--- config.mk ---
export PLATFORM = sky130hd
export DESIGN_NAME = pfx_front
export DESIGN_NICKNAME = d
export VERILOG_FILES = /design/src/rtl/pfx_pkg.sv /design/src/rtl/pfx_byte_class.sv /design/src/rtl/pfx_state.sv /design/src/rtl/pfx_fetch_ctrl.sv /design/src/rtl/pfx_front.sv
export SDC_FILE = /design/constraint.sdc
export NUM_CORES = 1
export LEC_CHECK = 0
export ABC_AREA = 1
export ABC_CLOCK_PERIOD_IN_PS = 2600
export BUFFER_PORTS_ARGS = -buffer_cell sky130_fd_sc_hd__buf_2
export CAP_MARGIN = 20
export CORE_ASPECT_RATIO = 1.1
export CORE_MARGIN = 2
export CORE_UTILIZATION = 50
export CTS_CLUSTER_DIAMETER = 50
export DETAILED_ROUTE_END_ITERATION = 10
export MAX_ROUTING_LAYER = met4
export PLACE_DENSITY = 0.82
export SYNTH_ARGS = -nofsm -noshare
export SYNTH_HDL_FRONTEND = slang
export SYNTH_SLANG_ARGS = --single-unit
--- constraint.sdc ---
create_clock -name clk_i -period 2.6 [get_ports clk_i]
set_clock_uncertainty 0.1 [all_clocks]
set_input_delay 0.26 -clock clk_i [delete_from_list [all_inputs] [get_ports clk_i]]
set_output_delay 0.26 -clock clk_i [all_outputs]
set_load 0.05 [all_outputs]
--- src/rtl/pfx_pkg.sv ---
package pfx_pkg;
  typedef enum logic [2:0] {
    SEG_DEF = 3'd0, SEG_ES = 3'd1, SEG_CS = 3'd2, SEG_SS = 3'd3, SEG_DS = 3'd4
  } seg_sel_e;

  typedef enum logic [1:0] {
    REP_NONE = 2'd0, REP_EQ = 2'd1, REP_NE = 2'd2
  } rep_e;

  typedef enum logic [2:0] {
    BK_PLAIN, BK_MODRM, BK_SEG, BK_REP, BK_BAD
  } byte_kind_e;

  typedef enum logic [1:0] {
    ST_IDLE, ST_OP, ST_MR, ST_DONE
  } fsm_e;
endpackage

--- src/rtl/pfx_byte_class.sv ---
module pfx_byte_class
  import pfx_pkg::*;
(
  input  logic [7:0] byte_i,
  output byte_kind_e kind_o,
  output seg_sel_e   seg_o,
  output rep_e       rep_o
);
  function automatic logic needs_modrm(input logic [7:0] b);
    return (b >= 8'h38 && b <= 8'h3B) || b == 8'h62 || b == 8'h63 ||
           b == 8'h80 || b == 8'h81 || b == 8'h83 ||
           (b >= 8'h88 && b <= 8'h8F) || b == 8'hC6 || b == 8'hC7 ||
           (b >= 8'hD0 && b <= 8'hD3) || b == 8'hFE || b == 8'hFF;
  endfunction

  function automatic logic is_plain(input logic [7:0] b);
    return b == 8'h06 || b == 8'h07 || b == 8'h0E || b == 8'h16 ||
           b == 8'h17 || b == 8'h1E || b == 8'h1F || b == 8'h3C ||
           b == 8'h3D || (b >= 8'h40 && b <= 8'h61) ||
           (b >= 8'h70 && b <= 8'h7F) || b == 8'h90 ||
           (b >= 8'hA0 && b <= 8'hA7) || (b >= 8'hAA && b <= 8'hAF) ||
           (b >= 8'hB0 && b <= 8'hBF) || b == 8'hC3 || b == 8'hCD ||
           b == 8'hE3 || b == 8'hE8 || b == 8'hE9 || b == 8'hEB ||
           b == 8'hF5 || b == 8'hF8 || b == 8'hF9 || b == 8'hFC ||
           b == 8'hFD;
  endfunction

  always_comb begin
    seg_o = SEG_DEF;
    rep_o = REP_NONE;
    unique case (byte_i)
      8'h26: begin kind_o = BK_SEG; seg_o = SEG_ES; end
      8'h2E: begin kind_o = BK_SEG; seg_o = SEG_CS; end
      8'h36: begin kind_o = BK_SEG; seg_o = SEG_SS; end
      8'h3E: begin kind_o = BK_SEG; seg_o = SEG_DS; end
      8'hF3: begin kind_o = BK_REP; rep_o = REP_EQ; end
      8'hF2: begin kind_o = BK_REP; rep_o = REP_NE; end
      default: begin
        if (needs_modrm(byte_i))   kind_o = BK_MODRM;
        else if (is_plain(byte_i)) kind_o = BK_PLAIN;
        else                       kind_o = BK_BAD;
      end
    endcase
  end
endmodule

--- src/rtl/pfx_state.sv ---
module pfx_state
  import pfx_pkg::*;
#(
  parameter int CYC_W    = 6,
  parameter int SEG_COST = 2,
  parameter int REP_COST = 0
) (
  input  logic             clk_i,
  input  logic             rst_ni,
  input  logic             clr_i,
  input  logic             take_i,
  input  byte_kind_e       kind_i,
  input  seg_sel_e         seg_i,
  input  rep_e             rep_i,
  output seg_sel_e         seg_o,
  output rep_e             rep_o,
  output logic [CYC_W-1:0] cyc_o
);
  localparam logic [CYC_W:0] CYC_MAX = {1'b0, {CYC_W{1'b1}}};

  seg_sel_e         seg_q;
  rep_e             rep_q;
  logic [CYC_W-1:0] cyc_q;
  logic [CYC_W:0]   cyc_sum;

  always_comb begin
    cyc_sum = {1'b0, cyc_q};
    if (kind_i == BK_SEG)      cyc_sum = cyc_sum + (CYC_W+1)'(SEG_COST);
    else if (kind_i == BK_REP) cyc_sum = cyc_sum + (CYC_W+1)'(REP_COST);
    if (cyc_sum > CYC_MAX)     cyc_sum = CYC_MAX;
  end

  always_ff @(posedge clk_i or negedge rst_ni) begin
    if (!rst_ni) begin
      seg_q <= SEG_DEF;
      rep_q <= REP_NONE;
      cyc_q <= '0;
    end else if (clr_i) begin
      seg_q <= SEG_DEF;
      rep_q <= REP_NONE;
      cyc_q <= '0;
    end else if (take_i) begin
      unique case (kind_i)
        BK_SEG: begin
          if (seg_q == SEG_DEF) seg_q <= seg_i;  // first override wins
          cyc_q <= cyc_sum[CYC_W-1:0];
        end
        BK_REP: begin
          rep_q <= rep_i;
          cyc_q <= cyc_sum[CYC_W-1:0];
        end
        BK_BAD: begin
          seg_q <= SEG_DEF;
          rep_q <= REP_NONE;
          cyc_q <= '0;
        end
        default: ;
      endcase
    end
  end

  assign seg_o = seg_q;
  assign rep_o = rep_q;
  assign cyc_o = cyc_q;
endmodule

--- src/rtl/pfx_fetch_ctrl.sv ---
module pfx_fetch_ctrl
  import pfx_pkg::*;
#(
  parameter int SEG_W     = 16,
  parameter int SEG_SHIFT = 4,
  parameter int ADDR_W    = SEG_W + SEG_SHIFT
) (
  input  logic              clk_i,
  input  logic              rst_ni,
  input  logic              start_i,
  input  logic [SEG_W-1:0]  ip_i,
  input  logic [SEG_W-1:0]  cs_i,
  input  logic              ack_i,
  input  logic [7:0]        data_i,
  input  byte_kind_e        kind_i,
  output logic              clr_o,
  output logic              take_o,
  output logic              req_o,
  output logic [ADDR_W-1:0] addr_o,
  output logic              valid_o,
  output logic [7:0]        opcode_o,
  output logic              has_modrm_o,
  output logic [7:0]        modrm_o,
  output logic              illegal_o,
  output logic [SEG_W-1:0]  ip_o
);
  fsm_e             st_q;
  logic [SEG_W-1:0] ip_q;
  logic [7:0]       op_q, mr_q;
  logic             hm_q, ill_q;

  assign clr_o  = (st_q == ST_IDLE) && start_i;
  assign take_o = (st_q == ST_OP) && ack_i;
  assign req_o  = (st_q == ST_OP) || (st_q == ST_MR);
  assign addr_o = ({{SEG_SHIFT{1'b0}}, cs_i} << SEG_SHIFT) +
                  {{SEG_SHIFT{1'b0}}, ip_q};

  always_ff @(posedge clk_i or negedge rst_ni) begin
    if (!rst_ni) begin
      st_q  <= ST_IDLE;
      ip_q  <= '0;
      op_q  <= '0;
      mr_q  <= '0;
      hm_q  <= 1'b0;
      ill_q <= 1'b0;
    end else begin
      unique case (st_q)
        ST_IDLE: if (start_i) begin
          ip_q  <= ip_i;
          op_q  <= '0;
          mr_q  <= '0;
          hm_q  <= 1'b0;
          ill_q <= 1'b0;
          st_q  <= ST_OP;
        end
        ST_OP: if (ack_i) begin
          ip_q <= ip_q + 1'b1;
          unique case (kind_i)
            BK_SEG, BK_REP: ;
            BK_MODRM: begin op_q <= data_i; hm_q <= 1'b1; st_q <= ST_MR; end
            BK_PLAIN: begin op_q <= data_i; st_q <= ST_DONE; end
            default:  begin op_q <= data_i; ill_q <= 1'b1; st_q <= ST_DONE; end
          endcase
        end
        ST_MR: if (ack_i) begin
          ip_q <= ip_q + 1'b1;
          mr_q <= data_i;
          st_q <= ST_DONE;
        end
        default: st_q <= ST_IDLE;
      endcase
    end
  end

  assign valid_o     = (st_q == ST_DONE);
  assign opcode_o    = op_q;
  assign has_modrm_o = hm_q;
  assign modrm_o     = mr_q;
  assign illegal_o   = ill_q;
  assign ip_o        = ip_q;
endmodule

--- src/rtl/pfx_front.sv ---
module pfx_front
  import pfx_pkg::*;
#(
  parameter int SEG_W     = 16,
  parameter int SEG_SHIFT = 4,
  parameter int CYC_W     = 6,
  localparam int ADDR_W   = SEG_W + SEG_SHIFT
) (
  input  logic              clk_i,
  input  logic              rst_ni,
  input  logic              start_i,
  input  logic [SEG_W-1:0]  ip_i,
  input  logic [SEG_W-1:0]  seg_es_i,
  input  logic [SEG_W-1:0]  seg_cs_i,
  input  logic [SEG_W-1:0]  seg_ss_i,
  input  logic [SEG_W-1:0]  seg_ds_i,
  output logic              fetch_req_o,
  output logic [ADDR_W-1:0] fetch_addr_o,
  input  logic              fetch_ack_i,
  input  logic [7:0]        fetch_data_i,
  output logic              rec_valid_o,
  output logic [7:0]        opcode_o,
  output logic              has_modrm_o,
  output logic [7:0]        modrm_o,
  output logic [2:0]        seg_sel_o,
  output logic [SEG_W-1:0]  seg_base_o,
  output logic [1:0]        rep_o,
  output logic              illegal_o,
  output logic [CYC_W-1:0]  pfx_cycles_o,
  output logic [SEG_W-1:0]  ip_o
);
  byte_kind_e kind;
  seg_sel_e   byte_seg, cur_seg;
  rep_e       byte_rep, cur_rep;
  logic       clr, take;

  pfx_byte_class u_class (
    .byte_i(fetch_data_i), .kind_o(kind), .seg_o(byte_seg), .rep_o(byte_rep)
  );

  pfx_state #(.CYC_W(CYC_W)) u_state (
    .clk_i, .rst_ni, .clr_i(clr), .take_i(take), .kind_i(kind),
    .seg_i(byte_seg), .rep_i(byte_rep),
    .seg_o(cur_seg), .rep_o(cur_rep), .cyc_o(pfx_cycles_o)
  );

  pfx_fetch_ctrl #(.SEG_W(SEG_W), .SEG_SHIFT(SEG_SHIFT)) u_ctrl (
    .clk_i, .rst_ni, .start_i, .ip_i, .cs_i(seg_cs_i),
    .ack_i(fetch_ack_i), .data_i(fetch_data_i), .kind_i(kind),
    .clr_o(clr), .take_o(take), .req_o(fetch_req_o), .addr_o(fetch_addr_o),
    .valid_o(rec_valid_o), .opcode_o, .has_modrm_o, .modrm_o,
    .illegal_o, .ip_o
  );

  always_comb begin
    unique case (cur_seg)
      SEG_ES:  seg_base_o = seg_es_i;
      SEG_CS:  seg_base_o = seg_cs_i;
      SEG_SS:  seg_base_o = seg_ss_i;
      SEG_DS:  seg_base_o = seg_ds_i;
      default: seg_base_o = '0;
    endcase
  end

  assign seg_sel_o = cur_seg;
  assign rep_o     = cur_rep;
endmodule

==> out/qor.csv, run 1 <==
metric,value,unit
yosys-mux-area-fraction,0,
dp_hpwl,11.9,mm
finalCritPeriodShare,1.01,
wirelength,15.5,mm
drive_above_1_share,0.373,
grtUsageTotal,0.319,
rows,35,
start_kind,register,
die_x,93.0,um
ys_seq_area_frac,0.270,
syn-instance-count,645,
numCtsBuffers,5,
ys_types,45,
relSlewSlack,0.646,
clk_pin_slew,0.09,ns
dieArea,0.00948,mm2
place_area,0.00551,mm2
synthSimpleGateAreaFrac,0.360,
rsz0062_at_grt,true,
synthFlopType,dfrtp_1,
worstPathArrival,2.27,ns
synthesis.nets,757,
post-route-cell-area,0.00589,mm2
report.final.slew_viol_count,0,
tightest_slew,0.530,ns
grt_max_degree,29,
synth_compound_area_frac,0.168,
avgSynthCellArea,6.76,um2
drt_iter0_drc,258,
drcViolationCount,0,
antenna_found_initial,1,
clk_path_buf_depth,2,
hold_viol,0,
hold_depth,3,
grt_pass1_vias,4827,
synth_area,0.00436,mm2
crit_path_end_kind,primary output,
clk-insertion-delay-late,0.31,ns
ios,175,
synth-xor-area-share,0.0342,
yosysWarningCount,0,
p_leak,3.16,nW
io_buffers,174,
cap_violations,0,
synthArstFlopShare,1.00,
cts_tree,yes,
irDropWorstVdd,1.24,mV
crit_path_max_fanout,3,
numClockSinks,47,
nNetsFinal,942,
overflow,0,
setup_slack,-0.0324,ns
power_density,1290,mW/mm2
wire_per_inst,16.4,um
fin_util,0.701,
area_growth,35.2,%
antenna_left,0,
start_util,0.518,
critPathRequiredTime,2.24,ns
place_congestion,0.999,
clock.fmax,0.380,GHz
root_buffer,clkbuf_8,
synth_top_family_by_area,simple AND/OR/NAND/NOR gates,
ctsHtreeMaxLevel,2,
vias_per_cell,5.52,
die_y,102,um
core_area,0.00841,mm2
min_path_type,input pin to register,
path_class,register to primary output,
layout_min_cycle_time,2.63,ns
vias,5215,
reg2reg_depth,6,
grt_pass1_wl,23.3,mm
status,finished with violations,
synthAdderAreaFrac,0.0591,
ys_seq_elements,47,
setup_viol,1,
violations,negative setup slack,
total_power,7.58,mW
synth-edff-count,0,
first_pass_iters,5,
==> per-stage QoR <==
stage | setup slack (ns) | TNS [ns] | hold WS [ns] | instances
after CTS | -0.0193 | -0.0193 | 0.0989 | 935
after global placement | 0.129 | 0 | 0.159 | 926
after global routing | -0.0931 | -0.241 | 0.101 | 943
after floorplan | -0.0297 | -0.100 | -0.136 | 645
after detailed placement | 0.0876 | 0 | 0.161 | 926
final | -0.0324 | -0.0324 | 0.0980 | 944
==> layout make-up <==
type	count	area, um2
clock inverters	2	60.1
repair buffers	204	1150
flip-flops and latches	47	1180
multi-input cells	485	2960
well taps	111	139
clock buffers	6	72.6
inverters	87	327
fillers	730	2510
diodes	2	5.00
==> state kept, by name, summed over array words and instances (netlist names) <==
register,cells
u_ctrl.ip_o,16
u_state.cyc_o,6
u_state.seg_o,3
u_ctrl.illegal_o,1
u_state.rep_o,2
u_ctrl.st_q,2
u_ctrl.opcode_o,8
u_ctrl.modrm_o,8
u_ctrl.has_modrm_o,1
==> cells by family (layout without fill, tap and decap cells) <==
group                      Yosys count  count (layout)
and+or+nand+nor                    330             330
AOI/OAI and AO/OA                  118             118
buffers and inverters              113             299
DFF                                 47              47
adders and majority gates           20              20
xor gates and xnor gates            17              17
other                                0               2
==> layout by cell type (no fill, tap or decap), types with 7 or more instances in the layout <==
master / count
inv_2: 12
nor2_2: 9
o2111ai_1: 13
ha_1: 12
nor2_1: 51
buf_4: 29
inv_1: 74
o21ai_0: 42
dfrtp_1: 43
nand2_4: 7
xor2_1: 7
nand3_1: 62
nand2_2: 15
nand4_1: 10
nand3_2: 11
buf_2: 167
o21ai_2: 11
a21oi_1: 24
nand2_1: 143
==> Yosys cell counts (4+ instances only) <==
| library cell | count | share of area |
|---|---|---|
| o2111ai_1 | 13 | 0.026 |
| o21ai_0 | 45 | 0.052 |
| o21ai_2 | 11 | 0.022 |
| nor2_1 | 51 | 0.044 |
| ha_1 | 19 | 0.055 |
| nand4_1 | 10 | 0.014 |
| inv_1 | 75 | 0.065 |
| nand3_1 | 66 | 0.076 |
| nand3_2 | 7 | 0.016 |
| nand2_4 | 7 | 0.018 |
| nor2_2 | 9 | 0.013 |
| nand2_1 | 151 | 0.13 |
| inv_2 | 11 | 0.0095 |
| clkbuf_1 | 9 | 0.0077 |
| dfrtp_1 | 47 | 0.27 |
| buf_2 | 6 | 0.0069 |
| o22ai_1 | 4 | 0.0057 |
| xor2_1 | 14 | 0.028 |
| buf_4 | 8 | 0.014 |
| a21oi_1 | 27 | 0.031 |
| nor2_4 | 4 | 0.010 |
| nor3_1 | 7 | 0.0080 |
| nand2_2 | 7 | 0.010 |
| o21ai_1 | 4 | 0.0046 |
==> where the power goes <==
part	internal (mW)	switching (mW)	leakage, nW
Sequential	0.987	0.227	0.607
Combinational	1.72	4.00	2.48
Clock	0.384	0.259	0.0654
==> path summary, 6_finish.rpt <==
check	to	from	slack (ns)
worst max-delay path	fetch_addr_o[18]	u_ctrl.ip_o[4]$_DFFE_PN0P_	-0.03
min in group asynchronous	u_ctrl.has_modrm_o$_DFFE_PN0P_	rst_ni	0.37
worst min register to register	u_state.rep_o[1]$_DFFE_PN0P_	u_state.rep_o[1]$_DFFE_PN0P_	0.37
worst min-delay path	u_ctrl.ip_o[1]$_DFFE_PN0P_	ip_i[1]	0.1
max in group asynchronous	u_state.cyc_o[2]$_DFFE_PN0P_	rst_ni	1.51
worst max register to register	u_ctrl.ip_o[12]$_DFFE_PN0P_	u_ctrl.st_q[0]$_DFFE_PN0P_	0.21
==> critical path, cell delays in order, from the launching register on <==
cell and delay, ns:
dfrtp_2 0.39, ha_4 0.14, inv_2 0.05, fa_2 0.45
o21ai_4 0.20, nand4_1 0.11, nand4_1 0.13, nand3_2 0.16
xor2_4 0.18, buf_6 0.16
==> metal layers <==
layer	vias up	GRT usage	part of all wire
li1	2496	-	-
met5	-	-	0
met3	46	0.0465	0.069
met4	0	0.130	0.037
met1	2407	0.373	0.39
met2	266	0.552	0.50
==> what timing repair did <==
action / CTS / global route
pin swaps: 1 / 13
setup buffers: 0 / 7
hold endpoints to repair: 19 / 0
gates resized for setup: 19 / 29
hold buffers: 1 / 0
setup endpoints to repair: 9 / 9
No activity file was read; power rests on OpenSTA's default activity.
==> inputs of run 2 (changes only) <==
ABC_CLOCK_PERIOD_IN_PS = 2300   (was 2600)
CORE_UTILIZATION = 45   (was 50)
PLACE_DENSITY = 0.78   (was 0.82)
clock period = 2.3 ns   (was 2.6 ns; I/O delays follow)
==> run 2 against run 1 <==
Compared with the run above: the flow still finishes with violations (negative setup slack); die area is 11% higher; core utilization is 3.6 points lower; clock power is 14% higher; hold slack worse by 0.022 ns; total power is 21% higher; sequential share of layout area is 1.0 points lower; register-to-register slack better by 0.02 ns; via count is 0.58% lower; sequential cell count stayed put; routed wire length is 1.9% lower; largest power group unchanged.
==> out/qor.csv, run 2 (synthesis results as in run 1) <==
metric,value,unit,change
grt_max_degree,35,,+21%
ios,175,,unchanged
highest_layer,met4,,
layout_min_cycle_time,2.46,ns,
place_congestion,0.928,,-7.1%
clock.fmax,0.407,GHz,
largest_reg_flops,16,,unchanged
vias,5185,,-0.58%
final_common_cell,buf_2,,
vias_per_cell,5.36,,-2.9%
rows,37,,+5.7%
wirelength,15.2,mm,-1.9%
status,finished with violations,,
tightest_slew,0.762,ns,+0.232 ns
rsz0062_at_grt,true,,
cap_violations,0,,unchanged
place_area,0.00577,mm2,+4.7%
drcViolationCount,0,,unchanged
layout_common_cells,"buf_2, nand2_1, inv_1",,
p_leak,3.31,nW,+4.8%
start_util,0.464,,-0.0546
combinationalPowerShare,0.770,,+0.015
grt_pass1_wl,25.0,mm,+7.1%
crit_start,u_ctrl.ip_o[4]$_DFFE_PN0P_,,
wl_met3,999,um,-6.4%
clk-insertion-delay-late,0.31,ns,about the same
power_density,1470,mW/mm2,+14%
wire_per_inst,15.7,um,-4.2%
area_growth,43.4,%,
crit_path_end_kind,primary output,,
crit_chain,ha_4 > inv_2 > fa_2 > o31ai_4 > nand3_2 > nand3_2 > nand2_4 > xnor2_4 > buf_6,,
final_cells,967,,+2.4%
critical_path.most_common_cell,nand3_2,,
post-route-cell-area,0.00625,mm2,+6.1%
report.final.slew_viol_count,0,,unchanged
first_pass_iters,5,,unchanged
p_int,3.95,mW,+28%
violations,negative setup slack,,
cpPeakStageDelay,0.40,ns,-0.05 ns
drt_iter0_drc,213,,-17%
hold_viol,0,,unchanged
seq_power_share,0.150,,-0.010
clk_pin_slew,0.09,ns,about the same
hp-start,ip_i[14],,
irDropWorstVdd,1.39,mV,+12%
dieArea,0.0105,mm2,+11%
slowest_stage,dfrtp_2,,
crit_path_max_fanout,3,,unchanged
numClockSinks,47,,unchanged
die_y,107,um,+5.2%
numCtsBuffers,5,,unchanged
io_buffers,174,,unchanged
finalCritPeriodShare,1.07,,
core_area,0.00940,mm2,+12%
drive_above_1_share,0.416,,+0.0427
dp_hpwl,12.2,mm,+2.5%
start_kind,register,,
path_class,register to primary output,,
rr_startpoint,u_ctrl.st_q[1]$_DFFE_PN0P_,,
critPathRequiredTime,1.97,ns,-0.27 ns
clkPwrFrac,0.080,,-0.005
die_x,97.8,um,+5.2%
placed_cells,945,,+2.1%
worstPathArrival,2.13,ns,-0.14 ns
relSlewSlack,0.492,,-0.154
total_power,9.18,mW,+21%
setup_viol,10,,+9
fin_util,0.665,,-0.0358
cts_tree,yes,,
ctsHtreeMaxLevel,2,,unchanged
min_path_type,input pin to register,,
overflow,0,,unchanged
clk_path_buf_depth,2,,unchanged
grtUsageTotal,0.300,,-0.0181
nNetsFinal,960,,+1.9%
fill_cells,843,,+15%
antenna_left,0,,unchanged
routed-wl-met2,7.41,mm,-5.2%
p_switching,5.23,mW,+17%
finalSetupTns,-1.09,ns,-1.05 ns
antenna_found_initial,1,,unchanged
switching_share,0.570,,-0.0221
grt_pass1_vias,5130,,+6.3%
wl_met1,6.18,mm,+2.5%
setup_slack,-0.157,ns,-0.125 ns
root_buffer,clkbuf_8,,
-- run 2: stage by stage --
stage                     setup slack (ns)  hold slack (ns)
after floorplan                     -0.235           -0.166
after global placement              0.0354            0.238
after detailed placement           -0.0115            0.245
after CTS                           -0.177           0.0713
after global routing                -0.253           0.0840
final                               -0.157           0.0762
-- run 2: routing by layer --
layer / global-route usage / vias to the layer above
met5: - / -
met4: 0.127 / 0
met3: 0.0502 / 40
met2: 0.504 / 203
met1: 0.359 / 2407
li1: - / 2535
-- run 2: cell type report --
class,instances,area [um2],share of cell area
Timing Repair Buffer,222,1350,0.216
Clock buffer,5,68.8,0.0110
Tap cell,117,146,0.0234
Clock inverter,3,67.6,0.0108
Sequential cell,47,1190,0.190
Multi-Input combinational cell,485,3100,0.495
Antenna cell,1,2.50,0.000400
Inverter,87,329,0.0526
-- run 2: worst paths after layout --
| path | endpoint | slack [ns] | cells after the start |
|---|---|---|---|
| worst max-delay path | fetch_addr_o[14] | -0.16 | 9 |
| worst min-delay path | u_ctrl.ip_o[14]$_DFFE_PN0P_ | 0.08 | 3 |
| worst max register to register | u_ctrl.opcode_o[0]$_DFFE_PN0P_ | 0.23 | 10 |
| worst min register to register | u_state.rep_o[1]$_DFFE_PN0P_ | 0.38 | 2 |
| max in group asynchronous | u_state.seg_o[0]$_DFFE_PN0P_ | 0.97 | 3 |
| min in group asynchronous | u_ctrl.opcode_o[5]$_DFFE_PN0P_ | 0.44 | 2 |
-- run 2: repair_timing --
item,CTS,global route
cloned,0,0
buffers inserted,4,8
hold buffers,1,0
setup endpoints to repair,13,20
hold endpoints to repair,33,0
gates resized for setup,44,18
pin swaps,10,16
-- run 2: power groups by stage --
stage	clock [mW]	combinational, mW	sequential (mW)
3_5_place_dp	0	6.33	1.38
3_3_place_gp	0	6.26	1.37
6_report	0.735	7.07	1.38
5_1_grt	0.779	7.61	1.42
2_1_floorplan	0	3.89	2.24
4_1_cts	0.748	6.80	1.38
-- run 2: critical path: cells and delay by family (launching register included) --
| family | cells | cell delay, ns |
|---|---|---|
| AOI/OAI and AO/OA | 1 | 0.21 |
| buffers and inverters | 2 | 0.20 |
| and+or+nand+nor | 3 | 0.33 |
| adders and majority gates | 2 | 0.51 |
| DFF | 1 | 0.40 |
| xor gates and xnor gates | 1 | 0.15 |
